## src/rtl/flash_seq_pkg.sv

```systemverilog
`timescale 1ns/1ps
package flash_seq_pkg;

    localparam logic [7:0] OP_WREN = 8'h06;
    localparam logic [7:0] OP_WRDI = 8'h04;
    localparam logic [7:0] OP_RDSR = 8'h05;
    localparam logic [7:0] OP_PROG = 8'h02;
    localparam logic [7:0] OP_READ = 8'h03;

    typedef enum logic [1:0] {
        ERR_NONE    = 2'd0,
        ERR_RANGE   = 2'd1,
        ERR_TIMEOUT = 2'd2
    } seq_err_e;

    typedef enum logic [3:0] {
        S_IDLE,
        S_WREN,
        S_WREN_W,
        S_XFER,
        S_XFER_W,
        S_POLL,
        S_POLL_W,
        S_WRDI,
        S_WRDI_W
    } seq_state_e;

endpackage

```

## src/rtl/fseq_range_check.sv

```systemverilog
`timescale 1ns/1ps
module fseq_range_check #(
    parameter int              ADDR_W    = 24,
    parameter int              LEN_W     = 24,
    parameter longint unsigned DEV_BYTES = 64'd1048576
) (
    input  logic [ADDR_W-1:0] addr,
    input  logic [LEN_W-1:0]  len,
    output logic              out_of_range,
    output logic              empty
);
    localparam int SW = ((ADDR_W > LEN_W) ? ADDR_W : LEN_W) + 2;

    logic [SW-1:0] addr_x;
    logic [SW-1:0] len_x;
    logic [SW-1:0] dev_x;

    always_comb begin
        addr_x       = SW'(addr);
        len_x        = SW'(len);
        dev_x        = SW'(DEV_BYTES);
        // The subtraction only matters when addr_x < dev_x, so no underflow reaches the result
        out_of_range = (addr_x >= dev_x) || (len_x > (dev_x - addr_x));
        empty        = (len == '0);
    end
endmodule

```

## src/rtl/fseq_chunk.sv

```systemverilog
`timescale 1ns/1ps
module fseq_chunk #(
    parameter int ADDR_W     = 24,
    parameter int LEN_W      = 24,
    parameter int PAGE_BYTES = 256,
    parameter int RD_MAX     = 512,
    parameter int CLEN_W     = 10
) (
    input  logic              is_prog,
    input  logic [ADDR_W-1:0] addr,
    input  logic [LEN_W-1:0]  remain,
    output logic [CLEN_W-1:0] chunk
);
    localparam int PG_W = (PAGE_BYTES > 1) ? $clog2(PAGE_BYTES) : 1;

    logic [PG_W-1:0] offset;
    logic [PG_W:0]   room;
    logic [CLEN_W-1:0] cap;

    generate
        if ((PAGE_BYTES & (PAGE_BYTES - 1)) == 0) begin : g_pow2
            // Power-of-two page: the offset is the low address bits
            assign offset = addr[PG_W-1:0];
        end else begin : g_mod
            assign offset = PG_W'(addr % ADDR_W'(PAGE_BYTES));
        end
    endgenerate

    always_comb begin
        room  = (PG_W+1)'(PAGE_BYTES) - {1'b0, offset};
        cap   = is_prog ? CLEN_W'(room) : CLEN_W'(RD_MAX);
        chunk = (remain < LEN_W'(cap)) ? CLEN_W'(remain) : cap;
    end
endmodule

```

## src/rtl/fseq_poll_timer.sv

```systemverilog
`timescale 1ns/1ps
module fseq_poll_timer #(
    parameter int POLL_W = 16
) (
    input  logic              clk,
    input  logic              rst_n,
    input  logic              clear,
    input  logic              sample,
    input  logic              busy_bit,
    input  logic [POLL_W-1:0] limit,
    output logic              expire
);
    logic [POLL_W-1:0] cnt_d, cnt_q;

    always_comb begin
        expire = sample && busy_bit && (cnt_q == limit);
        cnt_d  = cnt_q;
        if (clear) begin
            cnt_d = '0;
        end else if (sample) begin
            cnt_d = busy_bit ? (expire ? cnt_q : cnt_q + 1'b1) : '0;
        end
    end

    always_ff @(posedge clk or negedge rst_n) begin
        if (!rst_n) cnt_q <= '0;
        else        cnt_q <= cnt_d;
    end

    // a busy result beyond the allowance is always flagged, never counted past it
    a_r8_no_wrap: assert property (@(posedge clk) disable iff (!rst_n)
        (sample && busy_bit && !clear && (cnt_q == limit)) |=> (cnt_q == $past(cnt_q)));
endmodule

```

## src/rtl/flash_prog_seq.sv

```systemverilog
`timescale 1ns/1ps
module flash_prog_seq
    import flash_seq_pkg::*;
#(
    parameter int              ADDR_W     = 24,
    parameter int              LEN_W      = 24,
    parameter longint unsigned DEV_BYTES  = 64'd1048576,
    parameter int              PAGE_BYTES = 256,
    parameter int              RD_MAX     = 512,
    parameter int              POLL_W     = 16,
    parameter logic [7:0]      WIP_MASK   = 8'h01,
    parameter int              CLEN_W     = $clog2(((PAGE_BYTES > RD_MAX) ? PAGE_BYTES : RD_MAX) + 1)
) (
    input  logic              clk,
    input  logic              rst_n,
    input  logic              req_valid,
    input  logic              req_write,
    input  logic [ADDR_W-1:0] req_addr,
    input  logic [LEN_W-1:0]  req_len,
    input  logic [POLL_W-1:0] poll_limit,
    output logic              req_busy,
    output logic              req_done,
    output logic [1:0]        req_err,
    output logic              cmd_start,
    output logic [7:0]        cmd_opcode,
    output logic              cmd_addr_en,
    output logic [ADDR_W-1:0] cmd_addr,
    output logic [CLEN_W-1:0] cmd_len,
    input  logic              cmd_done,
    input  logic [7:0]        cmd_rdata
);
    typedef struct packed {
        seq_state_e        st;
        logic              prog;
        logic [ADDR_W-1:0] addr;
        logic [LEN_W-1:0]  remain;
        logic [CLEN_W-1:0] chunk;
        seq_err_e          err;
        logic              done;
        logic              start;
        logic [7:0]        opcode;
        logic              aen;
        logic [ADDR_W-1:0] caddr;
        logic [CLEN_W-1:0] clen;
    } seq_regs_t;

    seq_regs_t q, d;

    logic              rng_bad, rng_empty;
    logic [CLEN_W-1:0] chunk_w;
    logic              stat_busy, tmr_clear, tmr_sample, tmr_expire;
    logic              ack;

    fseq_range_check #(
        .ADDR_W(ADDR_W), .LEN_W(LEN_W), .DEV_BYTES(DEV_BYTES)
    ) u_range (
        .addr(req_addr), .len(req_len), .out_of_range(rng_bad), .empty(rng_empty)
    );

    fseq_chunk #(
        .ADDR_W(ADDR_W), .LEN_W(LEN_W), .PAGE_BYTES(PAGE_BYTES),
        .RD_MAX(RD_MAX), .CLEN_W(CLEN_W)
    ) u_chunk (
        .is_prog(q.prog), .addr(q.addr), .remain(q.remain), .chunk(chunk_w)
    );

    fseq_poll_timer #(.POLL_W(POLL_W)) u_timer (
        .clk(clk), .rst_n(rst_n), .clear(tmr_clear), .sample(tmr_sample),
        .busy_bit(stat_busy), .limit(poll_limit), .expire(tmr_expire)
    );

    assign stat_busy = |(cmd_rdata & WIP_MASK);
    // A done in the launch cycle belongs to no command of ours
    assign ack       = cmd_done && !q.start;

    always_comb begin
        d          = q;
        d.done     = 1'b0;
        d.start    = 1'b0;
        tmr_clear  = 1'b1;
        tmr_sample = 1'b0;
        unique case (q.st)
            S_IDLE: begin
                if (req_valid) begin
                    d.prog   = req_write;
                    d.addr   = req_addr;
                    d.remain = req_len;
                    d.err    = ERR_NONE;
                    if (rng_bad) begin
                        d.err  = ERR_RANGE;
                        d.done = 1'b1;
                    end else if (rng_empty) begin
                        d.done = 1'b1;
                    end else begin
                        d.st = req_write ? S_WREN : S_XFER;
                    end
                end
            end
            S_WREN: begin
                d.start  = 1'b1;
                d.opcode = OP_WREN;
                d.aen    = 1'b0;
                d.caddr  = '0;
                d.clen   = '0;
                d.st     = S_WREN_W;
            end
            S_WREN_W: begin
                if (ack) d.st = S_XFER;
            end
            S_XFER: begin
                d.start  = 1'b1;
                d.opcode = q.prog ? OP_PROG : OP_READ;
                d.aen    = 1'b1;
                d.caddr  = q.addr;
                d.clen   = chunk_w;
                d.chunk  = chunk_w;
                d.st     = S_XFER_W;
            end
            S_XFER_W: begin
                if (ack) begin
                    d.addr   = q.addr + ADDR_W'(q.chunk);
                    d.remain = q.remain - LEN_W'(q.chunk);
                    d.st     = S_POLL;
                end
            end
            S_POLL: begin
                tmr_clear = 1'b0;
                d.start   = 1'b1;
                d.opcode  = OP_RDSR;
                d.aen     = 1'b0;
                d.caddr   = '0;
                d.clen    = CLEN_W'(1);
                d.st      = S_POLL_W;
            end
            S_POLL_W: begin
                tmr_clear = 1'b0;
                if (ack) begin
                    tmr_sample = 1'b1;
                    if (stat_busy) begin
                        if (tmr_expire) begin
                            if (q.err == ERR_NONE) d.err = ERR_TIMEOUT;
                            d.st   = q.prog ? S_WRDI : S_IDLE;
                            d.done = !q.prog;
                        end else begin
                            d.st = S_POLL;
                        end
                    end else if (q.remain == '0) begin
                        d.st   = q.prog ? S_WRDI : S_IDLE;
                        d.done = !q.prog;
                    end else begin
                        d.st = q.prog ? S_WREN : S_XFER;
                    end
                end
            end
            S_WRDI: begin
                d.start  = 1'b1;
                d.opcode = OP_WRDI;
                d.aen    = 1'b0;
                d.caddr  = '0;
                d.clen   = '0;
                d.st     = S_WRDI_W;
            end
            S_WRDI_W: begin
                if (ack) begin
                    d.st   = S_IDLE;
                    d.done = 1'b1;
                end
            end
            default: d.st = S_IDLE;
        endcase
    end

    always_ff @(posedge clk or negedge rst_n) begin
        if (!rst_n) begin
            q        <= '0;
            q.st     <= S_IDLE;
            q.err    <= ERR_NONE;
        end else begin
            q <= d;
        end
    end

    assign req_busy    = (q.st != S_IDLE);
    assign req_done    = q.done;
    assign req_err     = q.err;
    assign cmd_start   = q.start;
    assign cmd_opcode  = q.opcode;
    assign cmd_addr_en = q.aen;
    assign cmd_addr    = q.caddr;
    assign cmd_len     = q.clen;

    // a program chunk is non-empty and stays inside one page
    a_r3_page_fit: assert property (@(posedge clk) disable iff (!rst_n)
        (cmd_start && cmd_opcode == OP_PROG) |->
            (cmd_addr_en && cmd_len != '0 &&
             (32'(cmd_len) + (32'(cmd_addr) % 32'(PAGE_BYTES))) <= 32'(PAGE_BYTES)));

    // write-enable carries neither address nor data
    a_r4_wren_plain: assert property (@(posedge clk) disable iff (!rst_n)
        (cmd_start && cmd_opcode == OP_WREN) |-> (!cmd_addr_en && cmd_len == '0));

    // a status poll reads exactly one byte without address
    a_r5_poll_shape: assert property (@(posedge clk) disable iff (!rst_n)
        (cmd_start && cmd_opcode == OP_RDSR) |-> (!cmd_addr_en && cmd_len == CLEN_W'(1)));

    // a read chunk is non-empty and bounded
    a_r6_read_cap: assert property (@(posedge clk) disable iff (!rst_n)
        (cmd_start && cmd_opcode == OP_READ) |->
            (cmd_addr_en && cmd_len != '0 && 32'(cmd_len) <= 32'(RD_MAX)));

    // command launch is a single-cycle pulse
    a_r9_start_pulse: assert property (@(posedge clk) disable iff (!rst_n)
        cmd_start |=> !cmd_start);

    // completion is a single-cycle pulse and leaves the block idle
    a_r2_done_pulse: assert property (@(posedge clk) disable iff (!rst_n)
        req_done |-> (!req_busy ##1 !req_done));

    // a range error never coincides with a command launch
    a_r1_no_cmd_on_range: assert property (@(posedge clk) disable iff (!rst_n)
        (req_done && req_err == 2'd1) |-> !cmd_start);
endmodule

```

## config.mk

```make
export PLATFORM = sky130hd
export DESIGN_NAME = flash_prog_seq
export DESIGN_NICKNAME = d
export VERILOG_FILES = /design/src/rtl/flash_seq_pkg.sv /design/src/rtl/fseq_range_check.sv /design/src/rtl/fseq_chunk.sv /design/src/rtl/fseq_poll_timer.sv /design/src/rtl/flash_prog_seq.sv
export SDC_FILE = /design/constraint.sdc
export NUM_CORES = 1
export LEC_CHECK = 0
export BUFFER_PORTS_ARGS = -buffer_cell sky130_fd_sc_hd__buf_2
export CAP_MARGIN = 25
export CORE_UTILIZATION = 30
export CTS_BUF_LIST = sky130_fd_sc_hd__clkbuf_2
export DETAILED_ROUTE_END_ITERATION = 10
export PLACE_DENSITY_LB_ADDON = 0.1
export SLEW_MARGIN = 20
export SYNTH_ARGS = -nofsm -noshare
export SYNTH_HDL_FRONTEND = slang
export SYNTH_SLANG_ARGS = --single-unit
```

## constraint.sdc

```tcl
create_clock -name clk -period 9 [get_ports clk]
set_input_delay 0.9 -clock clk [delete_from_list [all_inputs] [get_ports clk]]
set_output_delay 0.9 -clock clk [all_outputs]
set_load 0.05 [all_outputs]
```

==> qor.yml <==
status:
  outcome: "completed"
synthesis:
  yosysSeqAreaShare_pct: 35.02
  synth-compound-area-share_pct: 19.00
  synth_seq_cells: 121
  yosys.area_share.simple_pct: 22.63
  muxShareOfSynthArea_pct: 1.997
  syn-mean-instance-area_sq_um: 8.535
  synthFlopType: "dfrtp_1"
  synth_fa_ha_area_share_pct: 9.001
  syn-cell-area_sq_um: 8646
  synth_largest_area_cell: "dfrtp_1"
  synth-xor-area-share_pct: 4.964
  synth_cell_type_count: 68
  synth_top_area_share_pct: 35.02
  async_flop_share_pct: 100.0
  synth_top_family_by_area: "simple AND/OR/NAND/NOR gates"
  synth.area.top_cells: "dfrtp_1 35%, ha_1 8.5%, nand2_1 5.4%, o21ai_0 4.2%, buf_4 3.8%"
  synth_edf_count: 0
  ys_warn_count: 0
  syn_inst: 1013
grt:
  antenna_found_initial: 1
  grt_pass1_wl_um: 43550
  overflow: 0
  grt_max_degree: 63
  grt_pass1_vias: 7441
  grt_usage_pct: 19.57
critical_path:
  cp_num_buf_inv: 3
  cpPeakStageDelay_ns: 0.59
  worstPathCellList: "buf_2, inv_1, ha_1, nor4b_1, nor4b_1, buf_4, a21boi_0, nor2_1, xor2_1, ha_1, and4_1, nand3_1, or3_1, o22a_1, a211oi_1, o41ai_1, a32o_1"
  critPathCaptureType: "flip-flop"
  critPathArrivalTime_ns: 4.98
  path_max_fanout: 6
  cp_slowest_cell: "nor4b_1"
  crit_path_start_kind: "input pin"
  crit_family: "simple AND/OR/NAND/NOR gates"
  critical_path_class: "in2reg"
  cp.required_ns: 9.59
power_and_ir_drop:
  pwr-share-seq_pct: 31.8
  power.switching_mw: 1.603
  intPower_mw: 1.490
  irDropWorstVdd_v: 0.0001097
  clkPwrFrac_pct: 12.6
  p_per_area_nw_per_um2: 323.4
  swShare_pct: 51.83
  p_leak_nw: 4.153
  p_comb_share_pct: 55.6
job:
  cap_violations: 0
placement:
  portBuffers: 112
  place.gp.congestion: 0.8391
  place_inst: 1430
  place_ws_ns: 3.891
  post-dp-hpwl_um: 20370
sta:
  worstMarginPinSlew_ns: 0.9554
  setup_violations: 0
  slew_headroom_pct: 36.15
  finalWorstSetupSlack_ns: 4.605
  clock_skew_ns: 0.04456
  rsz0062_at_grt: "false"
  fin_crit_ns: 4.395
  fmax_ghz: 0.2275
  maxSlewViolCount: 0
  setup_tns_ns: 0
  finalCritPeriodShare_pct: 48.84
  hold_violations: 0
min_path:
  hold_class: "in2async"
clock_tree:
  clk_path_buf_depth: 2
  clkTransAtPathRegs_ns: 0.21
  ctsResizeCount: 0
  cts_tree: "done"
  cts_buffers: 17
  htree_levels: 4
  clkLatencyLatePin_ns: 0.71
  cts_root_buf: "clkbuf_2"
  clock_sinks: 121
  holdBufCountCts: 0
  cts_setup_buffers: 0
finish:
  nets: 1210
  num-fill-cells: 3060
  drive_above_1_share_pct: 16.61
  final-seq-area_sq_um: 3028
  syn_to_final_growth_pct: 10.62
  multi_input_area_sq_um: 5014
  fin_cells: 1463
  utilization_pct: 34.05
routing:
  route.antenna.remaining_nets: 0
  wl_um: 27810
  avgRoutedWirePerCell_um: 19.01
  via_per_inst: 5.270
  first_pass_iters: 7
  drt_iter0_drc: 509
  drc: 0
  dr_total_vias: 7710
floorplan:
  start_util_pct: 30.78
  row_count: 61
  die_w_um: 171.8
  dieHeight_um: 171.8
  coreArea_sq_um: 28090
  die-area_sq_um: 29500
  io_pins: 125
## final cells by class
type,count,area share (%)
timing repair buffer,123,6.868
clock buffer,19,0.9942
inverter,38,1.491
antenna,1,0.02616
clock inverter,12,1.596
sequential,121,31.66
multi-input combinational,771,52.42
tap,378,4.945
## metal layers
layer	track usage, %	part of all wire, %
met1	27.61	49
met2	30.96	46
met3	3.497	3.9
met4	4.271	1.2
met5	0	0
## power by group through the flow
| stage | Sequential [mW] | Clock [mW] | Combinational, mW |
|---|---|---|---|
| 4_1_cts | 0.986 | 0.409 | 1.72 |
| 3_3_place_gp | 0.995 | 0 | 1.71 |
| 5_1_grt | 1.02 | 0.431 | 1.92 |
| 3_5_place_dp | 0.998 | 0 | 1.71 |
| 6_report | 0.984 | 0.390 | 1.72 |
| 2_1_floorplan | 0.899 | 0 | 1.39 |
## layout by cell type, fill, tap and decap left out, types with 7 or more instances in the layout
master	n
dfrtp_1	121
or2_2	8
nand3_1	55
nand4_1	15
nor2b_1	9
nand3b_1	7
buf_4	10
o211ai_1	19
ha_1	59
nor2_1	59
inv_1	38
mux2_2	9
or3_1	14
nor4_1	15
buf_2	111
a31oi_1	15
nand2b_1	10
xor2_1	21
a21oi_1	44
clkbuf_2	19
xnor2_1	28
o311ai_0	9
and3_1	10
a22o_1	22
nor3_1	31
o21ai_0	72
a211oi_1	10
or4_1	7
nand2_1	124
## final timing paths
| check | from | end | slack [ns] | depth (start not counted) |
|---|---|---|---|---|
| min reg2reg | cmd_len[7]$_DFFE_PN0P_ | cmd_len[7]$_DFFE_PN0P_ | 0.50 | 2 |
| max reg2reg | q[109]$_DFFE_PN0P_ | q[103]$_DFFE_PN0P_ | 5.23 | 8 |
| min | rst_n | cmd_len[7]$_DFFE_PN0P_ | 0.15 | 1 |
| max | req_addr[0] | q[107]$_DFFE_PN0P_ | 4.60 | 17 |
| max in group asynchronous | rst_n | q[90]$_DFFE_PN0P_ | 7.48 | 2 |
| min in group clk | req_len[14] | q[71]$_DFFE_PN0P_ | 0.42 | 3 |
## synth_stat cells (6+ instances only)
| library cell | number |
|---|---|
| a211oi_1 | 10 |
| a21oi_1 | 44 |
| a22o_1 | 22 |
| a31oi_1 | 15 |
| a32o_1 | 6 |
| and3_1 | 10 |
| buf_4 | 44 |
| clkbuf_1 | 42 |
| dfrtp_1 | 121 |
| ha_1 | 59 |
| inv_1 | 38 |
| mux2_2 | 9 |
| mux2i_1 | 6 |
| nand2_1 | 124 |
| nand2b_1 | 11 |
| nand3_1 | 55 |
| nand3b_1 | 7 |
| nand4_1 | 15 |
| nor2_1 | 60 |
| nor2b_1 | 9 |
| nor3_1 | 33 |
| nor4_1 | 15 |
| o211ai_1 | 19 |
| o21ai_0 | 72 |
| o311ai_0 | 9 |
| or2_2 | 8 |
| or3_1 | 14 |
| or4_1 | 7 |
| xnor2_1 | 28 |
| xor2_1 | 21 |
## per-stage QoR
step	power [mW]	instance area (sq um)	hold slack, ns
finish	3.093	9564	0.1461
global route	3.366	9564	0.06514
CTS	3.120	9547	0.09325
detailed placement	2.713	9299	0.4677
global placement	2.706	9299	0.4583
floorplan	2.289	8661	0.4400
## logic make-up (layout without fill, tap and decap cells)
logic type                 Yosys count  after routing
AOI/OAI and AO/OA                  248            248
xor gates and xnor gates            49             49
adders and majority gates           61             61
buffers and inverters              125            192
DFF                                121            121
muxes                               16             16
other                                1              6
and+or+nand+nor                    392            392
## registers in the layout, summed over array words and instances, names as in the netlist
signal / cells
cmd_addr: 24
cmd_addr_en: 1
cmd_len: 10
cmd_opcode: 3
cmd_start: 1
q: 63
req_done: 1
req_err: 2
u_timer.cnt_q: 16
Note: power is estimated with default switching activity, not from simulation.
